File: config.mk
export PLATFORM = sky130hd
export DESIGN_NAME = sdh_irq_unit
export DESIGN_NICKNAME = d
export VERILOG_FILES = /design/src/rtl/sdh_irq_pkg.sv /design/src/rtl/sdh_irq_wzc.sv /design/src/rtl/sdh_irq_maskreg.sv /design/src/rtl/sdh_irq_regif.sv /design/src/rtl/sdh_irq_unit.sv
export SDC_FILE = /design/constraint.sdc
export NUM_CORES = 1
export LEC_CHECK = 0
export BUFFER_PORTS_ARGS = -buffer_cell sky130_fd_sc_hd__buf_2
export CAP_MARGIN = 5
export CORE_MARGIN = 3
export CORE_UTILIZATION = 45
export DETAILED_ROUTE_END_ITERATION = 8
export PLACE_DENSITY = 0.68
export SLEW_MARGIN = 40
export SYNTH_ARGS = -nofsm -noshare
export SYNTH_HDL_FRONTEND = slang
export SYNTH_SLANG_ARGS = --single-unit
export TNS_END_PERCENT = 1
File: constraint.sdc
create_clock -name clk -period 1.18 [get_ports clk]
set_input_delay 0.118 -clock clk [delete_from_list [all_inputs] [get_ports clk]]
set_output_delay 0.118 -clock clk [all_outputs]
set_load 0.03 [all_outputs]
File: src/rtl/sdh_irq_pkg.sv
package sdh_irq_pkg;

  localparam int BUS_W  = 16;
  localparam int STAT_W = 32;
  localparam int IO_W   = 16;

  // status word bit positions (main pair)
  localparam int B_CMD_DONE = 0;
  localparam int B_DATA_END = 2;
  localparam int B_CARD_REM = 3;
  localparam int B_CARD_INS = 4;
  localparam int B_WPROT    = 7;
  localparam int B_CRC_ERR  = 16;
  localparam int B_CMD_TMO  = 22;
  localparam int B_RX_RDY   = 24;
  localparam int B_TX_REQ   = 25;
  localparam int B_CMD_BUSY = 30;

  // I/O pair bit position
  localparam int B_IO_IRQ = 0;

  localparam logic [STAT_W-1:0] EVT_BITS =
      (STAT_W'(1) << B_CMD_DONE) | (STAT_W'(1) << B_DATA_END) |
      (STAT_W'(1) << B_CARD_REM) | (STAT_W'(1) << B_CARD_INS) |
      (STAT_W'(1) << B_CRC_ERR)  | (STAT_W'(1) << B_CMD_TMO)  |
      (STAT_W'(1) << B_RX_RDY)   | (STAT_W'(1) << B_TX_REQ);

  localparam logic [IO_W-1:0] IO_EVT_BITS = IO_W'(1) << B_IO_IRQ;

endpackage

File: src/rtl/sdh_irq_wzc.sv
// Latched event word cleared by writing zeros, one write strobe per bus half.
module sdh_irq_wzc #(
  parameter int W     = 32,
  parameter int BUS_W = 16,
  parameter logic [W-1:0] IMPL = '1
) (
  input  logic                  clk,
  input  logic                  rst,
  input  logic [W/BUS_W-1:0]    wr_half,
  input  logic [BUS_W-1:0]      wdata,
  input  logic [W-1:0]          set_i,
  output logic [W-1:0]          q
);
  localparam int NH = W / BUS_W;

  logic [W-1:0] keep;

  generate
    for (genvar h = 0; h < NH; h++) begin : g_half
      assign keep[h*BUS_W +: BUS_W] = wr_half[h] ? wdata : {BUS_W{1'b1}};
    end
  endgenerate

  always_ff @(posedge clk) begin
    if (rst) q <= '0;
    else     q <= ((q & keep) | set_i) & IMPL;
  end
endmodule

File: src/rtl/sdh_irq_maskreg.sv
// Plain read/write mask word, reset to all ones, written one half at a time.
module sdh_irq_maskreg #(
  parameter int W     = 32,
  parameter int BUS_W = 16
) (
  input  logic               clk,
  input  logic               rst,
  input  logic [W/BUS_W-1:0] wr_half,
  input  logic [BUS_W-1:0]   wdata,
  output logic [W-1:0]       q
);
  localparam int NH = W / BUS_W;

  generate
    for (genvar h = 0; h < NH; h++) begin : g_half
      always_ff @(posedge clk) begin
        if (rst)             q[h*BUS_W +: BUS_W] <= {BUS_W{1'b1}};
        else if (wr_half[h]) q[h*BUS_W +: BUS_W] <= wdata;
      end
    end
  endgenerate
endmodule

File: src/rtl/sdh_irq_regif.sv
// Address decode and registered read mux.
// Slots (byte address / 2): status halves, mask halves, I/O status, I/O mask.
module sdh_irq_regif #(
  parameter int ADDR_W = 4,
  parameter int BUS_W  = 16,
  parameter int NH     = 2
) (
  input  logic                clk,
  input  logic                rst,
  input  logic                reg_we,
  input  logic [ADDR_W-1:0]   reg_addr,
  input  logic [NH*BUS_W-1:0] stat_view,
  input  logic [NH*BUS_W-1:0] mask_q,
  input  logic [BUS_W-1:0]    io_view,
  input  logic [BUS_W-1:0]    io_mask_q,
  output logic [NH-1:0]       stat_wr,
  output logic [NH-1:0]       mask_wr,
  output logic                io_wr,
  output logic                iomask_wr,
  output logic [BUS_W-1:0]    reg_rdata
);
  localparam int IW = ADDR_W - 1;

  logic [IW-1:0]    slot;
  logic             aligned;
  logic [BUS_W-1:0] rd_n;

  assign slot    = reg_addr[ADDR_W-1:1];
  assign aligned = ~reg_addr[0];

  generate
    for (genvar h = 0; h < NH; h++) begin : g_dec
      assign stat_wr[h] = reg_we && aligned && (slot == IW'(h));
      assign mask_wr[h] = reg_we && aligned && (slot == IW'(NH + h));
    end
  endgenerate

  assign io_wr     = reg_we && aligned && (slot == IW'(2*NH));
  assign iomask_wr = reg_we && aligned && (slot == IW'(2*NH + 1));

  always_comb begin
    rd_n = '0;
    if (aligned) begin
      for (int h = 0; h < NH; h++) begin
        if (slot == IW'(h))      rd_n = stat_view[h*BUS_W +: BUS_W];
        if (slot == IW'(NH + h)) rd_n = mask_q[h*BUS_W +: BUS_W];
      end
      if (slot == IW'(2*NH))     rd_n = io_view;
      if (slot == IW'(2*NH + 1)) rd_n = io_mask_q;
    end
  end

  always_ff @(posedge clk) begin
    if (rst) reg_rdata <= '0;
    else     reg_rdata <= rd_n;
  end
endmodule

File: src/rtl/sdh_irq_unit.sv
module sdh_irq_unit
  import sdh_irq_pkg::*;
#(
  parameter int ADDR_W = 4
) (
  input  logic        clk,
  input  logic        rst,
  input  logic        reg_we,
  input  logic [3:0]  reg_addr,
  input  logic [15:0] reg_wdata,
  output logic [15:0] reg_rdata,
  input  logic        ev_cmd_done,
  input  logic        ev_cmd_tmo,
  input  logic        ev_crc_err,
  input  logic        ev_data_end,
  input  logic        ev_card_ins,
  input  logic        ev_card_rem,
  input  logic        ev_rx_rdy,
  input  logic        ev_tx_req,
  input  logic        ev_io_irq,
  input  logic        lvl_wprot,
  input  logic        lvl_cmd_busy,
  output logic        irq_n
);
  localparam int NH    = STAT_W / BUS_W;
  localparam int IO_NH = IO_W / BUS_W;

  logic [STAT_W-1:0] ev_set, stat_q, stat_view, mask_q;
  logic [IO_W-1:0]   io_set, io_stat_q, io_mask_q;
  logic [NH-1:0]     stat_wr, mask_wr;
  logic              io_wr, iomask_wr;
  logic              pend_main, pend_io, pending;

  always_comb begin
    ev_set             = '0;
    ev_set[B_CMD_DONE] = ev_cmd_done;
    ev_set[B_DATA_END] = ev_data_end;
    ev_set[B_CARD_REM] = ev_card_rem;
    ev_set[B_CARD_INS] = ev_card_ins;
    ev_set[B_CRC_ERR]  = ev_crc_err;
    ev_set[B_CMD_TMO]  = ev_cmd_tmo;
    ev_set[B_RX_RDY]   = ev_rx_rdy;
    ev_set[B_TX_REQ]   = ev_tx_req;
  end

  always_comb begin
    io_set           = '0;
    io_set[B_IO_IRQ] = ev_io_irq;
  end

  always_comb begin
    stat_view             = stat_q;
    stat_view[B_WPROT]    = lvl_wprot;
    stat_view[B_CMD_BUSY] = lvl_cmd_busy;
  end

  sdh_irq_regif #(.ADDR_W(ADDR_W), .BUS_W(BUS_W), .NH(NH)) u_regif (
    .clk       (clk),
    .rst       (rst),
    .reg_we    (reg_we),
    .reg_addr  (reg_addr),
    .stat_view (stat_view),
    .mask_q    (mask_q),
    .io_view   (io_stat_q),
    .io_mask_q (io_mask_q),
    .stat_wr   (stat_wr),
    .mask_wr   (mask_wr),
    .io_wr     (io_wr),
    .iomask_wr (iomask_wr),
    .reg_rdata (reg_rdata)
  );

  sdh_irq_wzc #(.W(STAT_W), .BUS_W(BUS_W), .IMPL(EVT_BITS)) u_stat (
    .clk     (clk),
    .rst     (rst),
    .wr_half (stat_wr),
    .wdata   (reg_wdata),
    .set_i   (ev_set),
    .q       (stat_q)
  );

  sdh_irq_maskreg #(.W(STAT_W), .BUS_W(BUS_W)) u_mask (
    .clk     (clk),
    .rst     (rst),
    .wr_half (mask_wr),
    .wdata   (reg_wdata),
    .q       (mask_q)
  );

  sdh_irq_wzc #(.W(IO_W), .BUS_W(BUS_W), .IMPL(IO_EVT_BITS)) u_io_stat (
    .clk     (clk),
    .rst     (rst),
    .wr_half (IO_NH'(io_wr)),
    .wdata   (reg_wdata),
    .set_i   (io_set),
    .q       (io_stat_q)
  );

  sdh_irq_maskreg #(.W(IO_W), .BUS_W(BUS_W)) u_io_mask (
    .clk     (clk),
    .rst     (rst),
    .wr_half (IO_NH'(iomask_wr)),
    .wdata   (reg_wdata),
    .q       (io_mask_q)
  );

  assign pend_main = |(stat_q & EVT_BITS & ~mask_q);
  assign pend_io   = |(io_stat_q & IO_EVT_BITS & ~io_mask_q);
  assign pending   = pend_main | pend_io;

  always_ff @(posedge clk) begin
    if (rst) irq_n <= 1'b1;
    else     irq_n <= ~pending;
  end
endmodule

==> results.py <==
metrics = {
    "outcome": {
        "status": "completed",
    },
    "logic_synthesis": {
        "yosysMostFrequentCell": "dfxtp_1",
        "ys_seq_area_share_pct": 45.5,
        "synth_common_cells": "dfxtp_1, a211o_1, and3_1, a21oi_1, inv_1",
        "synth_area_leader_cell": "dfxtp_1",
        "synth-main-ff-cell": "dfxtp_1",
        "synth_edf_count": 0,
        "synth.net_count": 365,
        "synth_top_area_share_pct": 45.5,
        "netlist_area_um2": 3260,
        "synthCells": 331,
        "synth_area_leaders": "dfxtp_1, a211o_1, and3_1",
        "ys_seq_elements": 74,
        "yosys_warnings": 0,
        "synth_cell_types": 38,
        "async_reset_ff_share_pct": 0,
        "synth_area_per_cell_um2": 9.85,
    },
    "floorplan": {
        "core_um2": 6910,
        "num_io_pins": 51,
        "dieWidth_um": 91.1,
        "dieArea_um2": 8300,
        "rows": 30,
        "fp.dieH_um": 91.1,
        "start_util_pct": 47.2,
    },
    "critical_path": {
        "r2r_end": "irq_n",
        "cp.required_ns": 1.47,
        "worstRegToRegCells": 3,
        "crit_type": "reg2reg",
        "r2r_start": "u_stat.q[24]",
        "cp.arrival_ns": 1.38,
        "cp-end-kind": "register",
        "reg2reg_slack_ns": 0.08,
        "crit_fanout": 2,
        "start_kind": "register",
    },
    "cts": {
        "path_clk_slew_ns": 0.07,
        "cts_sinks": 74,
        "clkLatencyLatePin_ns": 0.34,
        "post-cts-setup-buffers": 0,
        "clockBufferDepth": 2,
        "htree_num_levels": 3,
        "root_buffer": "clkbuf_8",
        "cts_made_buffers": 9,
        "cts_tree": "done",
    },
    "finish": {
        "final_util_pct": 57.2,
        "seq_area_um2": 1480,
        "stdcell_area_um2": 3950,
        "diodes": 0,
        "fin_nets": 430,
        "multiInputGateArea_um2": 1520,
        "area_delta_synth_final_pct": 21.3,
        "drive_gt1_share_pct": 30.2,
        "fill_cells": 649,
        "stdcell_count": 497,
    },
    "global_route": {
        "grt_pass1_wl_um": 14100,
        "grt_usage_pct": 21.0,
        "antenna_found_initial": 0,
        "grt_pass1_vias": 2859,
        "grt_overflow": 0,
        "grt_start_max_net_pins": 33,
    },
    "detailed_routing": {
        "drtIter0Drc": 175,
        "drt-wirelength-per-cell_um": 16.5,
        "dr.pass1.iters": 5,
        "vias_per_cell": 5.76,
        "route.vias.total": 2864,
        "drc": 0,
        "ant_nets": 0,
        "wl_um": 8220,
    },
    "placed_design": {
        "dp.cells": 475,
        "place.gp.congestion": 0.809,
        "dpl_cell_area_um2": 3700,
        "dp_hpwl_um": 5510,
        "port_buffers": 50,
    },
    "timing": {
        "finalSetupViolations": 0,
        "rsz0062_at_grt": "false",
        "drv_slew": 0,
        "min_period_ns": 1.10,
        "slew_headroom_pct": 76.4,
        "hold_violations": 0,
        "fin_tns_setup_ns": 0,
        "worst_pin_slew_ns": 0.353,
        "fin_crit_sh_pct": 92.8,
        "fmax_mhz": 913,
        "finClkSkew_ns": 0.00390,
    },
    "min_path": {
        "min_path_type": "in2reg",
        "holdPathEnd": "u_stat.q[0]",
        "hold_path_depth": 3,
        "worstHoldStart": "ev_cmd_done",
    },
    "power_and_ir_drop": {
        "p_leak_nw": 1.80,
        "power_density_nw_per_um2": 1290,
        "irDropWorstVdd_v": 0.000623,
        "power.total_mw": 5.11,
    },
    "flow_run": {
        "cap_violations": 0,
    },
}
placed cells by master, fill, tap and decap left out, types with 5 or more instances in the layout:
cell type | synthesis | routed
clkbuf_8 | 0 | 12
nor2_1 | 9 | 9
o41ai_1 | 7 | 7
nor2b_1 | 6 | 6
inv_1 | 17 | 17
buf_4 | 2 | 30
a311o_1 | 6 | 6
a211o_1 | 42 | 42
mux2_2 | 15 | 15
dfxtp_1 | 74 | 74
dlygate4sd3_1 | 0 | 6
and3b_1 | 9 | 9
o21ai_0 | 8 | 8
and3_1 | 42 | 42
a32oi_1 | 10 | 10
buf_2 | 9 | 50
a21oi_1 | 23 | 23
nand3_1 | 5 | 5
state kept, by name (all words and copies together), names as in the netlist:
name / count
u_mask.q: 32
u_io_mask.q: 16
u_regif.reg_rdata: 16
u_stat.q: 8
irq_n: 1
u_io_stat.q: 1
worst max path at each step:
stage	startpoint	endpoint	slack (ns)	cells after the start
final	u_stat.q[24]	irq_n	0.08	3
after global routing	u_mask.q[24]	irq_n	0.04	3
after CTS	u_stat.q[24]	irq_n	0.07	3
after detailed placement	reg_addr[0]	u_mask.q[21]	-0.15	4
after global placement	reg_addr[1]	u_regif.reg_rdata[8]	-0.13	5
after floorplan	reg_addr[1]	u_mask.q[17]	0.00008	6
per-stage QoR:
stage,setup WS (ns),hold WS [ns]
finish,0.0847,0.0134
global route,0.0417,0.0294
CTS,0.0731,0.00189
detailed placement,-0.154,0.356
global placement,-0.132,0.352
floorplan,0.0000829,0.247
layout make-up:
| cell class | instances | area share, % |
|---|---|---|
| Sequential cell | 74 | 37.5 |
| Clock inverter | 4 | 0.633 |
| Clock buffer | 12 | 4.18 |
| Multi-Input combinational cell | 206 | 38.5 |
| Timing Repair Buffer | 88 | 14.6 |
| Tap cell | 96 | 3.04 |
| Inverter | 17 | 1.61 |
routing by layer:
metal / track usage, % / up-vias / part of all wire, %
met1: 29.2 / 1384 / 47
met2: 32.6 / 95 / 46
met5: 0 / - / 0
li1: - / 1372 / -
met4: 8.04 / 0 / 1.5
met3: 3.40 / 13 / 5.3
kinds of logic (layout without fill, tap and decap cells):
family                 Yosys count  count (layout)  share of synthesized area [%]
AO/OA/AOI/OAI                  103             103                           24.3
flip-flops                      74              74                           45.5
multiplexers                    16              16                           5.49
buffers and inverters           51             121                           8.06
AND/OR/NAND/NOR                 87              87                           16.7
critical path, stage by stage, from the launching register on:
cell and delay, ns:
dfxtp_1 0.32, nor2b_1 0.14, a2111oi_2 0.38, a31o_2 0.21
power by group:
group | total, mW | leakage, nW | internal (mW) | switching (mW)
logic | 0.631 | 1.10 | 0.278 | 0.353
registers | 2.62 | 0.605 | 2.58 | 0.0411
clock network | 1.86 | 0.0944 | 0.929 | 0.928
total | 5.11 | 1.80 | 3.79 | 1.32
what timing repair did:
| action | 4_1_cts | 5_1_grt |
|---|---|---|
| endpoints found under the setup margin | 1 | 0 |
| endpoints found under the hold margin | 6 | 0 |
| hold buffers | 6 | 0 |
| resized for setup | 2 | 0 |
(Power assumes the default switching activity.)
